===== config.mk =====
export PLATFORM = sky130hd
export DESIGN_NAME = i2cgp_top
export DESIGN_NICKNAME = d
export VERILOG_FILES = /design/src/rtl/i2cgp_pkg.sv /design/src/rtl/i2cgp_line_sync.sv /design/src/rtl/i2cgp_target_fsm.sv /design/src/rtl/i2cgp_port_regs.sv /design/src/rtl/i2cgp_top.sv
export SDC_FILE = /design/constraint.sdc
export NUM_CORES = 1
export LEC_CHECK = 0
export CORE_ASPECT_RATIO = 1.4
export CORE_UTILIZATION = 52
export DETAILED_ROUTE_END_ITERATION = 10
export DONT_BUFFER_PORTS = 1
export PLACE_DENSITY = 0.65
export SYNTH_ARGS = -nofsm -noshare
export SYNTH_HDL_FRONTEND = slang
export SYNTH_SLANG_ARGS = --single-unit

===== constraint.sdc =====
create_clock -name clk -period 3.3 [get_ports clk]
set_clock_uncertainty 0.2 [all_clocks]
set_input_delay 0.495 -clock clk [delete_from_list [all_inputs] [get_ports clk]]
set_output_delay 0.495 -clock clk [all_outputs]
set_load 0.02 [all_outputs]

===== src/rtl/i2cgp_pkg.sv =====
package i2cgp_pkg;

    localparam int PTR_W  = 4;
    localparam int BYTE_W = 8;

    typedef enum logic [2:0] {
        ST_IDLE,
        ST_RX,
        ST_RX_ACK,
        ST_TX,
        ST_TX_ACK
    } bus_st_e;

    typedef enum logic [1:0] {
        ROLE_DEV,
        ROLE_REG,
        ROLE_DATA
    } rx_role_e;

    // Line events seen in the system clock domain
    typedef struct packed {
        logic sda;
        logic scl_rise;
        logic scl_fall;
        logic start;
        logic stop;
    } bus_ev_t;

    function automatic logic is_out_slot(logic [PTR_W-1:0] p);
        return p[PTR_W-1];
    endfunction

endpackage


===== src/rtl/i2cgp_line_sync.sv =====
module i2cgp_line_sync
    import i2cgp_pkg::*;
#(
    parameter int STAGES = 2
) (
    input  logic    clk,
    input  logic    rst,
    input  logic    scl_i,
    input  logic    sda_i,
    output bus_ev_t ev
);
    logic [STAGES-1:0] scl_q, sda_q;
    logic              scl_prev, sda_prev;
    logic              scl_s, sda_s;

    assign scl_s = scl_q[STAGES-1];
    assign sda_s = sda_q[STAGES-1];

    always_ff @(posedge clk) begin
        if (rst) begin
            scl_q    <= '1;
            sda_q    <= '1;
            scl_prev <= 1'b1;
            sda_prev <= 1'b1;
        end else begin
            scl_q    <= {scl_q[STAGES-2:0], scl_i};
            sda_q    <= {sda_q[STAGES-2:0], sda_i};
            scl_prev <= scl_s;
            sda_prev <= sda_s;
        end
    end

    always_comb begin
        ev.sda      = sda_s;
        ev.scl_rise = scl_s & ~scl_prev;
        ev.scl_fall = ~scl_s & scl_prev;
        ev.start    = scl_s & scl_prev & sda_prev & ~sda_s;
        ev.stop     = scl_s & scl_prev & ~sda_prev & sda_s;
    end

endmodule


===== src/rtl/i2cgp_target_fsm.sv =====
module i2cgp_target_fsm
    import i2cgp_pkg::*;
#(
    parameter logic [6:0] DEV_ADDR = 7'h20
) (
    input  logic              clk,
    input  logic              rst,
    input  bus_ev_t           ev,
    input  logic [BYTE_W-1:0] rd_data,
    output logic              sda_oe,
    output logic [PTR_W-1:0]  ptr,
    output logic              wr_en,
    output logic [PTR_W-1:0]  wr_addr,
    output logic [BYTE_W-1:0] wr_data,
    output bus_st_e           state
);
    rx_role_e          role;
    logic [3:0]        cnt;
    logic [BYTE_W-1:0] shreg;
    logic              rw, ack_ok, mack;
    logic              ack_drv, tx_drv;
    logic [BYTE_W-1:0] rx_byte;

    assign rx_byte = {shreg[BYTE_W-2:0], ev.sda};
    assign sda_oe  = ack_drv | (tx_drv & ~shreg[BYTE_W-1]);

    always_ff @(posedge clk) begin
        if (rst) begin
            state   <= ST_IDLE;
            role    <= ROLE_DEV;
            cnt     <= '0;
            shreg   <= '0;
            rw      <= 1'b0;
            ack_ok  <= 1'b0;
            mack    <= 1'b0;
            ack_drv <= 1'b0;
            tx_drv  <= 1'b0;
            ptr     <= '0;
            wr_en   <= 1'b0;
            wr_addr <= '0;
            wr_data <= '0;
        end else begin
            wr_en <= 1'b0;
            if (ev.stop) begin
                state   <= ST_IDLE;
                ack_drv <= 1'b0;
                tx_drv  <= 1'b0;
            end else if (ev.start) begin
                state   <= ST_RX;
                role    <= ROLE_DEV;
                cnt     <= '0;
                ack_drv <= 1'b0;
                tx_drv  <= 1'b0;
            end else begin
                case (state)
                    ST_RX: begin
                        if (ev.scl_rise && cnt < 4'd8) begin
                            shreg <= rx_byte;
                            cnt   <= cnt + 4'd1;
                            if (cnt == 4'd7) begin
                                case (role)
                                    ROLE_DEV: begin
                                        ack_ok <= (rx_byte[7:1] == DEV_ADDR);
                                        rw     <= rx_byte[0];
                                    end
                                    ROLE_REG: begin
                                        ack_ok <= 1'b1;
                                        ptr    <= rx_byte[PTR_W-1:0];
                                    end
                                    default: begin
                                        ack_ok  <= 1'b1;
                                        wr_en   <= 1'b1;
                                        wr_addr <= ptr;
                                        wr_data <= rx_byte;
                                        ptr     <= ptr + 4'd1;
                                    end
                                endcase
                            end
                        end else if (ev.scl_fall && cnt == 4'd8) begin
                            if (ack_ok) begin
                                state   <= ST_RX_ACK;
                                ack_drv <= 1'b1;
                            end else begin
                                state <= ST_IDLE;
                            end
                        end
                    end
                    ST_RX_ACK: begin
                        if (ev.scl_fall) begin
                            ack_drv <= 1'b0;
                            cnt     <= '0;
                            if (role == ROLE_DEV && rw) begin
                                shreg  <= rd_data;
                                tx_drv <= 1'b1;
                                ptr    <= ptr + 4'd1;
                                state  <= ST_TX;
                            end else begin
                                state <= ST_RX;
                                role  <= (role == ROLE_DEV) ? ROLE_REG : ROLE_DATA;
                            end
                        end
                    end
                    ST_TX: begin
                        if (ev.scl_rise) begin
                            cnt <= cnt + 4'd1;
                        end else if (ev.scl_fall) begin
                            if (cnt == 4'd8) begin
                                tx_drv <= 1'b0;
                                state  <= ST_TX_ACK;
                            end else begin
                                shreg <= {shreg[BYTE_W-2:0], 1'b0};
                            end
                        end
                    end
                    ST_TX_ACK: begin
                        if (ev.scl_rise) begin
                            mack <= ~ev.sda;
                        end else if (ev.scl_fall) begin
                            if (mack) begin
                                shreg  <= rd_data;
                                tx_drv <= 1'b1;
                                ptr    <= ptr + 4'd1;
                                cnt    <= '0;
                                state  <= ST_TX;
                            end else begin
                                state <= ST_IDLE;
                            end
                        end
                    end
                    default: ;
                endcase
            end
        end
    end

endmodule


===== src/rtl/i2cgp_port_regs.sv =====
module i2cgp_port_regs
    import i2cgp_pkg::*;
#(
    parameter int NPORT = 4
) (
    input  logic                          clk,
    input  logic                          rst,
    input  logic [NPORT-1:0][BYTE_W-1:0]  port_in,
    input  logic                          wr_en,
    input  logic [PTR_W-1:0]              wr_addr,
    input  logic [BYTE_W-1:0]             wr_data,
    input  logic [PTR_W-1:0]              rd_addr,
    output logic [BYTE_W-1:0]             rd_data,
    output logic [NPORT-1:0][BYTE_W-1:0]  port_out
);
    logic [NPORT-1:0][BYTE_W-1:0] out_q;

    for (genvar k = 0; k < NPORT; k++) begin : g_port
        always_ff @(posedge clk) begin
            if (rst) begin
                out_q[k] <= '0;
            end else if (wr_en && wr_addr == {1'b1, 3'(k)}) begin
                out_q[k] <= wr_data;
            end
        end
    end

    // Live mux: an input slot reflects the pins in the cycle the FSM loads it
    always_comb begin
        rd_data = '0;
        for (int k = 0; k < NPORT; k++) begin
            if (rd_addr[2:0] == 3'(k)) begin
                rd_data = is_out_slot(rd_addr) ? out_q[k] : port_in[k];
            end
        end
    end

    assign port_out = out_q;

endmodule


===== src/rtl/i2cgp_top.sv =====
module i2cgp_top
    import i2cgp_pkg::*;
#(
    parameter int         NPORT       = 4,
    parameter logic [6:0] DEV_ADDR    = 7'h20,
    parameter int         SYNC_STAGES = 2
) (
    input  logic               clk,
    input  logic               rst,
    input  logic               scl_i,
    input  logic               sda_i,
    output logic               sda_oe,
    input  logic [NPORT*8-1:0] port_in,
    output logic [NPORT*8-1:0] port_out
);
    bus_ev_t                      ev;
    bus_st_e                      fsm_state;
    logic [PTR_W-1:0]             ptr;
    logic                         wr_en;
    logic [PTR_W-1:0]             wr_addr;
    logic [BYTE_W-1:0]            wr_data;
    logic [BYTE_W-1:0]            rd_data;
    logic [NPORT-1:0][BYTE_W-1:0] pin_arr, out_arr;

    assign pin_arr  = port_in;
    assign port_out = out_arr;

    i2cgp_line_sync #(.STAGES(SYNC_STAGES)) u_sync (
        .clk   (clk),
        .rst   (rst),
        .scl_i (scl_i),
        .sda_i (sda_i),
        .ev    (ev)
    );

    i2cgp_target_fsm #(.DEV_ADDR(DEV_ADDR)) u_fsm (
        .clk     (clk),
        .rst     (rst),
        .ev      (ev),
        .rd_data (rd_data),
        .sda_oe  (sda_oe),
        .ptr     (ptr),
        .wr_en   (wr_en),
        .wr_addr (wr_addr),
        .wr_data (wr_data),
        .state   (fsm_state)
    );

    i2cgp_port_regs #(.NPORT(NPORT)) u_regs (
        .clk      (clk),
        .rst      (rst),
        .port_in  (pin_arr),
        .wr_en    (wr_en),
        .wr_addr  (wr_addr),
        .wr_data  (wr_data),
        .rd_addr  (ptr),
        .rd_data  (rd_data),
        .port_out (out_arr)
    );

endmodule


# Word-level counts from Yosys, hierarchy flattened
# Cells that the tools add are included.
dict set report op_classes {
  div 0
  addsub 2
  n_shift 0
  mul 0
  n_mux 69
  n_eq_ne 42
  n_reduce_logical 32
  bitwise 20
  order_cmp 1
}
# operator count
set ops {}
lappend ops {{$mux 8} 17}
lappend ops {{$mux 4} 14}
lappend ops {{$pmux 8 s4} 1}
lappend ops {{$reduce_and 9->1} 3}
lappend ops {{$mux 3} 8}
lappend ops {{$ne 3x2->1 const B} 8}
lappend ops {{$eq 4x4->1 const B} 5}
lappend ops {{$ne 2x1->1 const B} 10}
lappend ops {{$mux 2} 8}
lappend ops {{$pmux 4 s4} 1}
lappend ops {{$mux 1} 15}
lappend ops {{$eq 3x2->1 const B} 4}
lappend ops {{$ne 2x2->1 const B} 6}
lappend ops {{$pmux 3 s4} 1}
lappend ops {{$pmux 4 s3} 1}
lappend ops {{$reduce_and 12->1} 1}
lappend ops {{$reduce_and 6->1} 2}
lappend ops {{$not 1->1} 11}
lappend ops {{$reduce_and 11->1} 1}
lappend ops {{$reduce_and 5->1} 2}
lappend ops {{$ne 3x3->1 const B} 3}
lappend ops {{$add 4x1->4 const B} 2}
lappend ops {{$and 1x1->1} 8}
lappend ops {{$pmux 4 s2} 1}
lappend ops {{other kinds (21)} 33}
dict set report totals {
  word_cells 188
  ramBits 0
  rom_bits 0
  latchBits 0
  ff_bits 77
  inputBits 36
  mem_count 0
  output_inout_bits 33
}

# Depth between registers and ports, before layout
dict set report logic_depth {
  ltp_word 9
  mapped_depth 8
  mapped_depth_nobuf 7
}

# Modules after synthesis
# A second synthesis with hierarchy kept.
dict set report hier_totals {
  hier_cells 474
  hier_area_um2 4259.1
}
# mod area_each_um2 seq_area_each_um2 n_inst cells_each
set by_module_without_submodules {}
lappend by_module_without_submodules {i2cgp_target_fsm 2085.8 780.7 1 246}
lappend by_module_without_submodules {i2cgp_port_regs 1975.6 640.6 1 211}
lappend by_module_without_submodules {i2cgp_line_sync 197.7 120.1 1 17}

# Least setup slack after synthesis
# No wires, ideal clock.
dict set report synth_path {
  kind {register -> register}
  startpoint {register u_fsm.ptr[1]}
  endpoint {register u_fsm.shreg[1]}
  synth_period_minus_slack_ps 2000
  path_buffers 1
  setup_slack_ps 1300
  path_stages_with_launch 9
  setup_time_ps 81
  t_arrival_ps 1719
  required_ps 3019
  path_cell_list {dfxtp_1 inv_1 ha_1 or3b_1 clkbuf_1 o22ai_1 o211ai_1 o311a_1 a211oi_2}
}
dict set report synth_between {
  elab_chain_cells 9
  word_cells_on_any_way 14
  classes_between {eq/ne: 3; mux: 10; reduce/logical: 1}
}
# element line_no
set synth_lines {}
lappend synth_lines {{start, declared} i2cgp_target_fsm.sv:11} ;# output logic [PTR_W-1:0] ptr,
lappend synth_lines {{start signal, assigned} i2cgp_target_fsm.sv:68} ;# ptr <= rx_byte[PTR_W-1:0];
lappend synth_lines {{start signal, assigned} i2cgp_target_fsm.sv:75} ;# ptr <= ptr + 4'd1;
lappend synth_lines {{start signal, assigned} i2cgp_target_fsm.sv:95} ;# ptr <= ptr + 4'd1;
lappend synth_lines {{$logic_not 3->1} i2cgp_port_regs.sv:32} ;# if (rd_addr[2:0] == 3'(k)) begin
lappend synth_lines {{$mux 8 (3 in series)} i2cgp_port_regs.sv:32}
lappend synth_lines {{$mux 8 (*)} i2cgp_port_regs.sv:32}
lappend synth_lines {{$mux 8} i2cgp_target_fsm.sv:119} ;# if (mack) begin
lappend synth_lines {{$mux 8} i2cgp_target_fsm.sv:118} ;# end else if (ev.scl_fall) begin
lappend synth_lines {{$mux 8} i2cgp_target_fsm.sv:116} ;# if (ev.scl_rise) begin
lappend synth_lines {{$pmux 8 s4 (*)} i2cgp_target_fsm.sv:55} ;# case (state)
lappend synth_lines {{end signal, assigned} i2cgp_target_fsm.sv:58} ;# shreg <= rx_byte;
lappend synth_lines {{end signal, assigned} i2cgp_target_fsm.sv:111} ;# shreg <= {shreg[BYTE_W-2:0], 1'b0};
lappend synth_lines {{end signal, assigned} i2cgp_target_fsm.sv:120} ;# shreg <= rd_data;
lappend synth_lines {{end, declared} i2cgp_target_fsm.sv:19} ;# logic [BYTE_W-1:0] shreg;
# Mark *: on every way between the ends. The rest lies on a longest branch, timed or not. The select of a mux whose other input is x is not followed.
# A chain may end at the register's enable or synchronous reset.

# Worst setup path after layout
dict set report layout_path {
  startpoint {register u_fsm.state[0]}
  endpoint {register u_fsm.ptr[0]}
}
dict set report layout_between {
  elab_chain_cells 3
  word_cells_on_any_way 14
  classes_between {eq/ne: 11; mux: 1; reduce/logical: 2}
}
# element line_no
set layout_lines {}
lappend layout_lines {{start, declared} i2cgp_target_fsm.sv:15} ;# output bus_st_e state
lappend layout_lines {{start signal, assigned} i2cgp_target_fsm.sv:29} ;# state <= ST_IDLE;
lappend layout_lines {{start signal, assigned} i2cgp_target_fsm.sv:45} ;# state <= ST_IDLE;
lappend layout_lines {{start signal, assigned} i2cgp_target_fsm.sv:49} ;# state <= ST_RX;
lappend layout_lines {{$eq 3x1->1 (tied with other cells)} i2cgp_target_fsm.sv:55}
lappend layout_lines {{$ne 2x1->1 (no line) (tied with other cells)} --}
lappend layout_lines {{$reduce_and 11->1 (no line)} --}
# Several ways; a longest one is shown, not always the timed one.

==> impl_metrics.yaml <==
run_status:
  status: "complete, no violations"
cts:
  clock_latency_ps: 360
  cts.repair.resized: 0
  cts_buffers: 9
  postCtsSetupRepairBufs: 0
  cts_htree_levels: 3
  clk_pin_slew_worst_paths_ps: 80
  numClockSinks: 77
  cts_buffer_depth: 2
  cts_tree: "built"
  cts-root-buf: "clkbuf_8"
  hold_buffers: 2
floorplan:
  io_pins: 69
  fp.dieW_um: 77.3
  die_h_um: 107
  initial_core_util_pct: 53.5
  dieArea_mm2: 0.00830
  coreArea_mm2: 0.00770
  rows: 38
worst_setup_path:
  worstSetupPathType: "reg2reg"
  cp_data_required_time_ps: 3350
  cp-start-kind: "flip-flop"
  crit_path_start: "u_fsm.state[0]$_SDFFE_PP0P_"
  endpoint_kind: "flip-flop"
  r2r_end: "u_fsm.ptr[0]$_SDFFE_PP0P_"
  r2r_slack_ps: 680
  r2r_start: "u_fsm.state[0]$_SDFFE_PP0P_"
  r2r_cells: 5
  worstPathArrival_ps: 2660
  critical_path.endpoint: "u_fsm.ptr[0]$_SDFFE_PP0P_"
  critical_path.max_fanout: 22
global_route:
  grt_busiest_layer: "met2"
  grt_overflow: 0
  grt_antenna_before_repair: 0
  grt_pass1_wl_um: 15600
  grtUsageMet3_pct: 4.24
  use_met1_pct: 27.2
  grt_use_total_pct: 24.4
  grtUsageMet2_pct: 44.1
  grt_pass1_vias: 3132
  grt_max_degree: 58
finish:
  fillers: 714
  antennaDiodeCount: 0
  final_cell_mix: "78 x mux2i_1, 76 x dfxtp_1, 68 x nor2_1"
  final_common_cell: "mux2i_1"
  fin_nets: 474
  final_cell_count_no_fill: 536
  drive_gt1_share_pct: 12.4
  area.growth.synth_to_final_pct: 5.70
min_path:
  hp-class: "in2reg"
synth:
  synth_nets: 489
  syn_area_mm2: 0.00412
  syn_inst: 446
  ys_seq_area_share_pct: 37.4
  yosysWarningCount: 0
  async_reset_ff_share_pct: 0
  yosys_register_bits: 77
  synth-main-ff-cell: "dfxtp_1"
  syn_avg_cell_area_um2: 9.25
  yosysUniqueCellTypes: 60
  synth_edf_count: 0
drt:
  wire_per_inst_um: 18.0
  ant_nets: 0
  viasPerCell: 5.99
  drc: 0
  first_pass_iters: 5
  routed_wl_um: 9670
  drtIter0Drc: 151
  route.vias.total: 3212
placement:
  gp_congestion: 0.941
  place_inst: 518
  io_buffers: 0
  hpwlAfterDp_um: 6750
sta:
  relSlewSlack_pct: 29.1
  min_period_ps: 2620
  rsz0062_at_grt: "no"
  finalSetupViolCount: 0
  fin_crit_sh_pct: 79.3
  fmax_mhz: 382
  final_hold_viol_count: 0
  drv_slew: 0
  tightest_slew_ps: 1060
  finalSetupTns_ps: 0
pwr:
  p_per_area_mw_per_mm2: 407
  p_leak_nw: 1.61
  peakVddDrop_mv: 0.250
flow_run:
  drv_cap: 0
-- how the worst min path moves through the flow --
| stage | startpoint | endpoint | slack, ps | cells after the start |
|---|---|---|---|---|
| floorplan | u_sync.scl_q[0]$_SDFF_PP1_ | u_sync.scl_q[1]$_SDFF_PP1_ | 190 | 1 |
| global placement | u_sync.scl_q[0]$_SDFF_PP1_ | u_sync.scl_q[1]$_SDFF_PP1_ | 190 | 1 |
| detailed placement | u_sync.sda_q[0]$_SDFF_PP1_ | u_sync.sda_q[1]$_SDFF_PP1_ | 190 | 1 |
| CTS | rst | u_sync.sda_prev$_SDFF_PP1_ | 10 | 1 |
| global route | scl_i | u_sync.scl_q[0]$_SDFF_PP1_ | 20 | 1 |
| finish | rst | u_sync.sda_prev$_SDFF_PP1_ | 30 | 1 |
-- power by group --
| part | switching (mW) | internal (mW) |
|---|---|---|
| clock | 0.351 | 0.421 |
| sequential | 0.00641 | 0.933 |
| combinational | 0.0377 | 0.0262 |
-- critical path: stages (launching register included) --
cell and delay [ps]:
dfxtp_1 820, or3b_4 510, o32ai_2 240, and4bb_1 420
mux2i_1 240, a21oi_1 80
-- cells by family after synthesis --
| group | after synthesis | share of synthesized area, % |
|---|---|---|
| mux | 80 | 19.5 |
| xor+xnor | 2 | 0.607 |
| simple gates | 160 | 20.7 |
| fa+ha+maj | 7 | 2.12 |
| flops | 77 | 37.4 |
| buf+inv | 39 | 4.76 |
| compound gates | 81 | 15.0 |
-- registers in the layout (all words and copies together), names as in the netlist, 3 cells and up --
signal,count
u_fsm.wr_data,8
u_fsm.ptr,4
u_fsm.wr_addr,4
u_regs.port_out,32
u_fsm.shreg,8
u_fsm.cnt,4
u_fsm.state,3
-- layout make-up --
type,count,area [um2],share of cell area [%]
clock buffers,9,124,2.84
clock inverters,7,90.1,2.07
inverters,9,33.8,0.775
multi-input cells,330,2390,54.9
flip-flops and latches,77,1540,35.4
well taps,100,125,2.87
repair buffers,4,52.6,1.21
-- per-layer routing --
layer  up-vias  part of all wire [%]
met5         -                     0
met4         0                   1.9
met3        16                   4.3
met2        92                    53
met1      1541                    41
li1       1563                     -
-- cells in the mapped netlist (2+ instances only) --
library cell / instances / share of area [%]
nand2_1: 29 / 2.6
buf_6: 5 / 1.4
mux2i_1: 78 / 19
buf_1: 2 / 0.18
nand3_1: 5 / 0.61
or3b_1: 2 / 0.42
nor4bb_1: 2 / 0.49
o211ai_1: 9 / 1.6
or2_2: 6 / 0.91
a32oi_1: 2 / 0.42
nor3b_2: 2 / 0.61
nand4_1: 2 / 0.30
o311a_1: 6 / 1.5
nand4b_1: 4 / 0.85
buf_2: 10 / 1.2
nor2b_1: 6 / 0.91
a211oi_2: 7 / 2.1
nor3_1: 3 / 0.36
or3_1: 3 / 0.46
ha_1: 7 / 2.1
nand2b_1: 5 / 0.76
or3b_4: 2 / 0.55
a311oi_2: 2 / 0.73
o22ai_1: 8 / 1.2
nor4b_1: 2 / 0.42
a21oi_1: 27 / 3.3
nand3b_1: 4 / 0.73
nor3b_1: 3 / 0.55
dfxtp_1: 77 / 37
nor3_2: 3 / 0.73
o21ai_0: 7 / 0.85
nor2_1: 68 / 6.2
clkbuf_1: 13 / 1.2
inv_1: 9 / 0.82
-- metrics by stage --
stage	hold slack (ps)	util (%)	cell area, um2	setup WS (ps)	power [mW]
floorplan	189	-	4120	1300	1.01
global placement	194	53.3	4110	815	1.01
detailed placement	192	53.3	4110	747	1.01
CTS	13.0	56.6	4360	733	1.80
global route	19.9	56.6	4360	567	1.84
finish	33.8	56.6	4360	684	1.77
Power figures use the tool's default switching activity.
